### src/rtl/lif_seq_pkg.sv
`timescale 1ns/1ps
package lif_seq_pkg;
    typedef enum logic [2:0] {
        ST_IDLE,
        ST_SETTLE,
        ST_WAIT_REF,
        ST_CAL,
        ST_RUN
    } seq_state_e;

    localparam int REF_TX   = 0;
    localparam int REF_MCLK = 1;
    localparam int REF_XTAL = 2;
    localparam int N_REFS   = 3;
endpackage

### src/rtl/lif_clk_presence.sv
`timescale 1ns/1ps
module lif_clk_presence #(
    parameter int WIN_CYC   = 64,
    parameter int MIN_EDGES = 4
) (
    input  logic clk,
    input  logic rst_n,
    input  logic ref_in,
    output logic present
);
    localparam int WW = (WIN_CYC > 1) ? $clog2(WIN_CYC) : 1;
    localparam int EW = $clog2(MIN_EDGES + 1);

    typedef struct packed {
        logic [2:0]    sync;
        logic [WW-1:0] win;
        logic [EW-1:0] edges;
        logic          present;
    } det_t;

    det_t q, d;
    logic          rise;
    logic [EW-1:0] edges_nx;

    always_comb begin
        d        = q;
        d.sync   = {q.sync[1:0], ref_in};
        rise     = q.sync[1] & ~q.sync[2];
        edges_nx = (rise && (q.edges < EW'(MIN_EDGES))) ? q.edges + 1'b1 : q.edges;
        if (q.win == WW'(WIN_CYC - 1)) begin
            d.win     = '0;
            d.present = (edges_nx >= EW'(MIN_EDGES));
            d.edges   = '0;
        end else begin
            d.win   = q.win + 1'b1;
            d.edges = edges_nx;
        end
    end

    always_ff @(posedge clk or negedge rst_n) begin
        if (!rst_n) q <= '0;
        else        q <= d;
    end

    assign present = q.present;

    AST_PRESENT_AT_WINDOW: assert property (@(posedge clk) disable iff (!rst_n)
        (q.win != '0) |-> $stable(q.present));
endmodule

### src/rtl/lif_reset_qual.sv
`timescale 1ns/1ps
module lif_reset_qual #(
    parameter int QUAL_CYC = 50
) (
    input  logic       clk,
    input  logic       rst_n,
    input  logic       host_sel,
    input  logic       pin_remote,
    input  logic       pin_local,
    input  logic       wr_en,
    input  logic [1:0] wr_data,
    output logic       fire
);
    localparam int CW = $clog2(QUAL_CYC + 1);

    typedef struct packed {
        logic [CW-1:0] cnt;
        logic          armed;
        logic          fire;
    } qual_t;

    qual_t q, d;
    logic  both_pins;

    always_comb begin
        d         = q;
        d.fire    = 1'b0;
        both_pins = !host_sel && pin_remote && pin_local;
        if (!both_pins) begin
            d.cnt   = '0;
            d.armed = 1'b1;
        end else if (q.armed) begin
            if (q.cnt == CW'(QUAL_CYC - 1)) begin
                d.fire  = 1'b1;
                d.armed = 1'b0;
                d.cnt   = '0;
            end else begin
                d.cnt = q.cnt + 1'b1;
            end
        end
        if (host_sel && wr_en && (wr_data == 2'b11)) d.fire = 1'b1;
    end

    always_ff @(posedge clk or negedge rst_n) begin
        if (!rst_n) q <= '{cnt: '0, armed: 1'b1, fire: 1'b0};
        else        q <= d;
    end

    assign fire = q.fire;

    AST_HW_FIRE_SINGLE: assert property (@(posedge clk) disable iff (!rst_n)
        (fire && !host_sel) |=> !fire);
    AST_HW_NEEDS_PINS: assert property (@(posedge clk) disable iff (!rst_n)
        (fire && !$past(host_sel)) |-> $past(pin_remote && pin_local));
    AST_HOST_NEEDS_WRITE: assert property (@(posedge clk) disable iff (!rst_n)
        (fire && $past(host_sel)) |-> $past(wr_en));
endmodule

### src/rtl/lif_startup_seq.sv
`timescale 1ns/1ps
module lif_startup_seq
    import lif_seq_pkg::*;
#(
    parameter int SETTLE_CYC  = 2500000,
    parameter int CAL_TMO_CYC = 5000000,
    parameter int QUAL_CYC    = 50,
    parameter int WIN_CYC     = 64,
    parameter int MIN_EDGES   = 4
) (
    input  logic       clk,
    input  logic       rst_n,
    input  logic       supply_ok,
    input  logic       tx_ref_clk,
    input  logic       mclk_in,
    input  logic       xtal_in,
    input  logic       host_mode,
    input  logic       short_haul,
    input  logic       lp_remote_pin,
    input  logic       lp_local_pin,
    input  logic       host_wr,
    input  logic [1:0] host_wdata,
    input  logic       rx_pulse,
    input  logic       cal_done,
    output logic       cal_start,
    output logic       rx_ref_sel_mclk,
    output logic       regs_clear,
    output logic       netloop_clear,
    output logic       los_force,
    output logic       cal_timeout
);
    localparam int SW = (SETTLE_CYC > 1) ? $clog2(SETTLE_CYC) : 1;
    localparam int TW = (CAL_TMO_CYC > 1) ? $clog2(CAL_TMO_CYC) : 1;

    logic [N_REFS-1:0] ref_raw;
    logic [N_REFS-1:0] ref_ok;
    logic              rst_fire;

    assign ref_raw[REF_TX]   = tx_ref_clk;
    assign ref_raw[REF_MCLK] = mclk_in;
    assign ref_raw[REF_XTAL] = xtal_in;

    for (genvar g = 0; g < N_REFS; g++) begin : g_ref
        lif_clk_presence #(
            .WIN_CYC   (WIN_CYC),
            .MIN_EDGES (MIN_EDGES)
        ) u_det (
            .clk     (clk),
            .rst_n   (rst_n),
            .ref_in  (ref_raw[g]),
            .present (ref_ok[g])
        );
    end

    lif_reset_qual #(
        .QUAL_CYC (QUAL_CYC)
    ) u_qual (
        .clk        (clk),
        .rst_n      (rst_n),
        .host_sel   (host_mode),
        .pin_remote (lp_remote_pin),
        .pin_local  (lp_local_pin),
        .wr_en      (host_wr),
        .wr_data    (host_wdata),
        .fire       (rst_fire)
    );

    typedef struct packed {
        seq_state_e    state;
        logic [SW-1:0] settle;
        logic [TW-1:0] tmr;
        logic          rx_seen;
        logic          start;
        logic          rclr;
        logic          lclr;
        logic          los;
        logic          tmo;
    } seq_t;

    seq_t q, d;
    logic refs_ready;

    always_comb begin
        d          = q;
        d.start    = 1'b0;
        d.rclr     = 1'b0;
        d.lclr     = 1'b0;
        refs_ready = ref_ok[REF_TX] && (ref_ok[REF_MCLK] || ref_ok[REF_XTAL]);
        if (!supply_ok) begin
            d.state   = ST_IDLE;
            d.settle  = '0;
            d.tmr     = '0;
            d.rx_seen = 1'b0;
            d.los     = 1'b0;
            d.tmo     = 1'b0;
        end else if (rst_fire) begin
            d.state   = ST_SETTLE;
            d.settle  = '0;
            d.tmr     = '0;
            d.rx_seen = 1'b0;
            d.rclr    = 1'b1;
            d.lclr    = 1'b1;
            d.los     = short_haul;
            d.tmo     = 1'b0;
        end else begin
            case (q.state)
                ST_IDLE: begin
                    d.state  = ST_SETTLE;
                    d.settle = '0;
                end
                ST_SETTLE: begin
                    if (q.settle == SW'(SETTLE_CYC - 1)) d.state = ST_WAIT_REF;
                    else                                 d.settle = q.settle + 1'b1;
                end
                ST_WAIT_REF: begin
                    if (refs_ready) begin
                        d.state   = ST_CAL;
                        d.start   = 1'b1;
                        d.tmr     = '0;
                        d.rx_seen = 1'b0;
                    end
                end
                ST_CAL: begin
                    if (cal_done) begin
                        d.state = ST_RUN;
                        d.los   = 1'b0;
                    end else begin
                        if (rx_pulse) d.rx_seen = 1'b1;
                        if (q.rx_seen && !q.tmo) begin
                            if (q.tmr == TW'(CAL_TMO_CYC - 1)) d.tmo = 1'b1;
                            else                               d.tmr = q.tmr + 1'b1;
                        end
                    end
                end
                default: d.state = ST_RUN;
            endcase
        end
    end

    always_ff @(posedge clk or negedge rst_n) begin
        if (!rst_n) begin
            q       <= '0;
            q.state <= ST_IDLE;
        end else begin
            q <= d;
        end
    end

    assign cal_start       = q.start;
    assign rx_ref_sel_mclk = ref_ok[REF_MCLK];
    assign regs_clear      = q.rclr;
    assign netloop_clear   = q.lclr;
    assign los_force       = q.los;
    assign cal_timeout     = q.tmo;

    AST_IDLE_QUIET: assert property (@(posedge clk) disable iff (!rst_n)
        !supply_ok |=> (!cal_start && !regs_clear));
    AST_START_PULSE: assert property (@(posedge clk) disable iff (!rst_n)
        cal_start |=> !cal_start);
    AST_START_NEEDS_TX: assert property (@(posedge clk) disable iff (!rst_n)
        cal_start |-> $past(ref_ok[REF_TX]));
    AST_CLEAR_FROM_FIRE: assert property (@(posedge clk) disable iff (!rst_n)
        regs_clear |-> $past(rst_fire));
    AST_TMO_STICKY: assert property (@(posedge clk) disable iff (!rst_n)
        (cal_timeout && supply_ok && !rst_fire) |=> cal_timeout);
    AST_LOS_LONG_HAUL: assert property (@(posedge clk) disable iff (!rst_n)
        (rst_fire && supply_ok && !short_haul) |=> !los_force);
endmodule

### config.mk
export PLATFORM = sky130hd
export DESIGN_NAME = lif_startup_seq
export DESIGN_NICKNAME = d
export VERILOG_FILES = /design/src/rtl/lif_seq_pkg.sv /design/src/rtl/lif_clk_presence.sv /design/src/rtl/lif_reset_qual.sv /design/src/rtl/lif_startup_seq.sv
export SDC_FILE = /design/constraint.sdc
export NUM_CORES = 1
export LEC_CHECK = 0
export BUFFER_PORTS_ARGS = -buffer_cell sky130_fd_sc_hd__buf_4
export CAP_MARGIN = 30
export CORE_MARGIN = 2
export CORE_UTILIZATION = 56
export CTS_CLUSTER_DIAMETER = 100
export DETAILED_ROUTE_END_ITERATION = 10
export HOLD_SLACK_MARGIN = 0.02
export PLACE_DENSITY = 0.79
export SYNTH_ARGS = -nofsm -noshare
export SYNTH_HDL_FRONTEND = slang
export SYNTH_SLANG_ARGS = --single-unit
### constraint.sdc
create_clock -name clk -period 2.7 [get_ports clk]
set_input_delay 0.135 -clock clk [delete_from_list [all_inputs] [get_ports clk]]
set_output_delay 0.135 -clock clk [all_outputs]
set_load 0.05 [all_outputs]
; After elaboration in Yosys (flattened, before gate mapping)
; Cells that the tools add are included.
[word_totals]
regBits = 101
output_inout_bits = 6
input_bits = 15
[classes]
add_sub_neg = 9
bitwise_logic = 6
n_mux = 37
n_eq_ne = 26
magnitude_cmp = 6
reduce_logical = 19
[ops]
columns = cell, count
row1 = 49-bit 2-to-1 mux, 2
row2 = 24-bit one-hot mux with 2 select lines, 1
row3 = 23-bit 2-to-1 mux, 2
row4 = 22-bit one-hot mux with 2 select lines, 1
row5 = 4-bit by 3-bit != test with 1-bit output (second input constant), 8
row6 = 9-bit 2-to-1 mux, 3
row7 = 25-bit 2-to-1 mux, 1
row8 = 6-bit by 1-bit adder with 6-bit output (second input constant), 4
row9 = 6-bit == test (second input constant), 4
row10 = 24-bit 2-to-1 mux, 1
row11 = 23-bit by 1-bit adder with 23-bit output (second input constant), 1
row12 = 23-bit == test (second input constant), 1
row13 = 22-bit by 1-bit adder with 22-bit output (second input constant), 1
row14 = 22-bit == test (second input constant), 1
row15 = 22-bit 2-to-1 mux, 1
row16 = 3-bit 2-to-1 mux, 7
row17 = 3-bit by 1-bit != test with 1-bit output (second input constant), 4
row18 = 3-bit one-hot mux with 4 select lines, 1
row19 = 2-bit 2-to-1 mux, 5
row20 = 3-bit by 1-bit adder with 3-bit output (second input constant), 3
row21 = 3-bit >= comparator (second input constant), 3
row22 = 1-bit logical AND, 9
row23 = 3-bit < comparator (second input constant), 3
row24 = 1-bit 2-to-1 mux, 9
row25 = other kinds (18), 27

; Logic depth before layout (Yosys ltp)
[depth]
ltp_word = 7
ltp_mapped = 8

; Modules after synthesis
; From an unflattened synthesis, not the netlist that was laid out.
[unflattened]
hier_cells = 506
area_unflattened_um2 = 5074.9
[by_module_without_submodules]
columns = mod, seq_area_each_um2, instances, area_per_inst_um2, cells_per_inst
row1 = lif_startup_seq, 1326.3, 1, 3057.9, 340
row2 = lif_clk_presence, 325.3, 3, 518.0, 40
row3 = lif_reset_qual, 201.4, 1, 462.9, 46

; Least setup slack after synthesis
; OpenSTA, ideal clock, no wires.
[synth_timing]
path_kind = register to register
from = reg g_ref[1].u_det.q, in the netlist g_ref[1].u_det.present
to = reg q[23] (netlist bit)
path_buffers = 0
t_arrival_ns = 1.874
setup_time_ns = 0.078
slack_ns = 0.748
path_stages_with_launch = 6
path_cell_list = dfrtp_1 -> nor2_1 -> o221ai_4 -> nand4_2 -> or4_1 -> a21oi_1
[synth_between]
elab_chain_len = 4
[synth_lines]
columns = item, line_no
row1 = start: declaration, lif_clk_presence.sv:21  ; det_t q, d;
row2 = start signal: assignment, lif_clk_presence.sv:41  ; if (!rst_n) q <= '0;
row3 = start signal: assignment, lif_clk_presence.sv:42  ; else q <= d;
row4 = 1-bit logical OR, lif_startup_seq.sv:88  ; refs_ready = ref_ok[REF_TX] && (ref_ok[REF_MCLK] || ref_ok[REF_XTAL]);
row5 = 1-bit logical AND, lif_startup_seq.sv:88
row6 = 4-bit by 3-bit != test with 1-bit output (no source line), n/a
row7 = 5-bit AND reduction (no source line), n/a
row8 = end: declaration, lif_startup_seq.sv:80  ; seq_t q, d;
; Every way passes these cells.
; A chain may end at the register's enable or synchronous reset.

; Final worst setup path
[layout_timing]
from = reg q[53] (netlist bit)
to = reg q[45] (netlist bit)
[layout_between]
elab_chain_len = 4
elab_cells_between_ends = 8
cone_classes = eq/ne: 3 / mux: 3 / reduce/logical: 2
[layout_lines]
columns = item, line_no
row1 = 3-bit by 1-bit == test with 1-bit output or 3-bit logical NOT (tied branches), lif_startup_seq.sv:106  ; case (q.state)
row2 = 22-bit one-hot mux with 2 select lines, lif_startup_seq.sv:106
row3 = 49-bit 2-to-1 mux, lif_startup_seq.sv:96  ; end else if (rst_fire) begin
row4 = 49-bit 2-to-1 mux, lif_startup_seq.sv:89  ; if (!supply_ok) begin
; Several ways; a longest one is shown, not always the timed one.

==> summary.txt <==
Outcome
  – Status: complete, no violations

GRT
  – Vias in the first global route: approximately 4,000
  – GRT overflow: 0
  – Largest net degree at the start of global routing: 62
  – Global-route wire length before repair: between 15,000 and 20,000 µm
  – Tot GR Track Use: 0.2280
  – Initial antenna violation count: 0

Clock network
  – Bufs on Longest Clock Path: 2
  – CTS Sinks: 100
  – CTS tree: built
  – Clk root buf: clkbuf_8
  – Post-cts sizing count: 0
  – Clock transition at path regs: approximately 0.10 ns
  – Clock latency at the later pin of the worst-skew pair: between 0.3 and 0.4 ns
  – Total CTS buffers: 9
  – Max H-tree Level: 3

Pwr
  – PwrDens: between 500 and 600 mW/mm²
  – Sw frac: 0.2714
  – Reg power frac: 0.554
  – Pwr Total: 0.002960 W
  – Logic pwr share: 0.098
  – Internal power: ~0.0022 W
  – IR drop worst, VDD: between 0.2 and 0.3 mV
  – LEAKAGE: between 2 and 2.5 nW
  – Clock share of power: 0.348
  – Switching power: between 0.0008 and 0.0009 W

Route
  – Residual DRC: 0
  – Post-route ant nets: 0
  – First drt pass iteration count: 5
  – Vias per inst: just over 6
  – Routed WL: 10,540 µm
  – Mean routed wirelength per cell: approximately 16 µm
  – First DRT Iteration DRCs: 234
  – Via count: between 4,000 and 5,000

Timing
  – Setup Viol. Count Final: 0
  – Final-report hold violation count: 0
  – Max Transition Viols Final: 0
  – Tmin final: 2.274 ns
  – Crit share post-route: 0.8423
  – FMAX: between 400 and 500 MHz
  – Worst-Margin Slew: ~1.0 ns
  – Clk_skew: ~0.0084 ns
  – RSZ-0062 raised after global routing: false
  – Setup_tns: 0 ns
  – Worst rel slew slack: 0.3064

Synth
  – Asr flop ratio synth: 1.000
  – Main synth FF type: dfrtp_1
  – Sequential element share of the synthesized area: 0.4943
  – Mapped cell area: about 0.005 mm²
  – Netlist cell types: 56
  – EDFF count, synth: 0
  – Post-Syn Nets: 541
  – Ys Warns: 0
  – Avg Cell Area, Syn: roughly 10 µm²
  – Yosys reg bits: 100
  – Mapped Cells: roughly 520

Setup path
  – CP Max Fanout: 16
  – Worst setup path start: q[53]$_DFFE_PN0P_
  – Nature of the critical path startpoint: flop
  – CP Data Arrival Time: approximately 2.5 ns
  – Crit path kind: reg2reg
  – Cells on worst reg2reg path: 5
  – RR Endpoint: q[45]$_DFFE_PN0P_
  – Worst Path Required: roughly 3 ns
  – Worst Setup EP: q[45]$_DFFE_PN0P_
  – Register-to-register setup slack: between 0.4 and 0.5 ns
  – Worst r2r src: q[53]$_DFFE_PN0P_
  – CP endpoint kind: flop

Place
  – Port bufs: 20
  – Gpl congestion: roughly 0.85
  – DP Wirelength: around 7300 µm

Final layout
  – Ant. Diodes: 0
  – Area Overhead vs Synth: 10.82%
  – Finished Core Util: 0.6405
  – Layout cell share with drive strength beyond 1: 0.1073
  – NumNets Final: 570

Floorplanning
  – Die Y-Extent: roughly 100 µm
  – Initial core utilization: 0.5780
  – Die Area: ~0.0098 mm²
  – Core area: around 0.0088 mm²
  – Die W: just under 100 µm
  – Ports: 21
  – Cell Rows: 34

Hold path
  – Type of the tightest min-delay check: in2reg

Flow run
  – Max_cap viols: 0
==> per-layer routing <==
layer  GRT usage  routed length (µm)
met5           0                   0
met3     0.04498                 375
met4     0.05796                 127
met2      0.3924                5377
met1      0.2981                4657
==> critical path, stage by stage, from the launching register on <==
cell and delay, ns:
dfrtp_1 0.45, nor2_1 0.29, nand3_2 0.34, nor4_4 0.77, or4_1 0.23, a21oi_1 0.07
==> worst min-delay path by stage <==
stage | from | to | slack (ns) | cells after the start
detailed placement | rst_n | g_ref[0].u_det.q[6]$_DFF_PN0_ | 0.15 | 1
floorplan | rst_n | cal_start$_DFF_PN0_ | -0.16 | 0
finish | rx_pulse | q[5]$_DFFE_PN0P_ | 0.02 | 3
global placement | rst_n | g_ref[0].u_det.q[6]$_DFF_PN0_ | 0.14 | 1
global route | rx_pulse | q[5]$_DFFE_PN0P_ | 0.05 | 3
CTS | rx_pulse | q[5]$_DFFE_PN0P_ | 0.02 | 3
==> logic make-up after synthesis <==
family | count (synthesis) | share of synthesized area
AND/OR/NAND/NOR | 246 | 0.2703
adder cells (fa/ha/maj) | 10 | 0.02470
flip-flops | 100 | 0.4943
XOR/XNOR | 18 | 0.03113
AO/OA/AOI/OAI | 107 | 0.1408
multiplexers | 7 | 0.01383
buffers and inverters | 28 | 0.02495
==> sequential cells by signal (all words and copies together), names as in the netlist <==
signal               flops
g_ref.u_det.d            6
g_ref.u_det.present      3
cal_timeout              1
q                       49
u_qual.q                 7
u_qual.fire              1
cal_start                1
g_ref.u_det.q           30
los_force                1
netloop_clear            1
==> layout make-up <==
cell class,instances,area (µm²)
multi-input combinational,388,2440
timing repair buffer,32,265.3
clock inverter,7,92.59
fill,706,3151
inverter,14,52.55
clock buffer,9,123.9
tap,108,135.1
sequential,100,2504
==> synth_stat cells, types with 3 or more instances <==
library cell  count  share of area
dfrtp_1          99           0.49
nand2_1          51          0.038
nor2_1           49          0.036
nand3_1          27          0.027
a21oi_1          25          0.025
o21ai_0          23          0.023
or4_1            22          0.033
nand4_1          20          0.025
o31ai_1          17          0.025
inv_1            13         0.0096
o211ai_1         13          0.019
ha_1             10          0.025
and3_1            9          0.011
xnor2_1           9          0.016
xor2_1            9          0.016
nor2b_1           8         0.0099
nor3_1            8         0.0079
a31oi_1           7         0.0086
mux2i_1           7          0.014
clkbuf_1          6         0.0044
and2_1            5         0.0062
buf_2             5         0.0049
nor3b_1           5         0.0074
nor4_1            5         0.0062
o21ai_1           5         0.0049
or2_2             5         0.0062
or3_1             5         0.0062
nand2b_1          4         0.0049
nor4b_1           4         0.0069
a22o_1            3         0.0052
nand4b_1          3         0.0052
==> power by group through the flow <==
stage                     Sequential (W)  Clock, W  Combinational, W
final                            0.00164   0.00103          0.000290
after global routing             0.00165   0.00112          0.000335
after CTS                        0.00164   0.00106          0.000295
after detailed placement         0.00166         0          0.000290
after global placement           0.00166         0          0.000270
after floorplan                  0.00166         0          0.000186
==> cell usage in the layout (no fill, tap or decap), types with 7 or more instances in the layout <==
cell type and instances:
nand4_1 20, xnor2_1 9, inv_1 13, nor2_1 49
ha_1 10, o21ai_0 23, nor3_1 8, buf_4 26
o211ai_1 13, a31oi_1 7, nor2b_1 8, a21oi_1 25
o31ai_1 16, nand2_1 51, xor2_1 9, dfrtp_1 99
or4_1 22, and3_1 9, nand3_1 27, clkbuf_8 9
mux2i_1 7
==> timing repair <==
item                      CTS  global route
buffers inserted            0             0
hold buffers                5             0
hold endpoints to repair   44             0
==> through the flow <==
stage / area, µm² / worst slack [ns] / std cells / hold WS (ns)
floorplan: 5065 / 0.7481 / 516 / -0.1606
global placement: 5346 / 0.6208 / 637 / 0.1448
detailed placement: 5346 / 0.4458 / 637 / 0.1521
CTS: 5613 / 0.4440 / 658 / 0.02133
global route: 5613 / 0.2161 / 658 / 0.05078
finish: 5613 / 0.4257 / 658 / 0.02285
No activity file was read; power rests on OpenSTA's default activity.
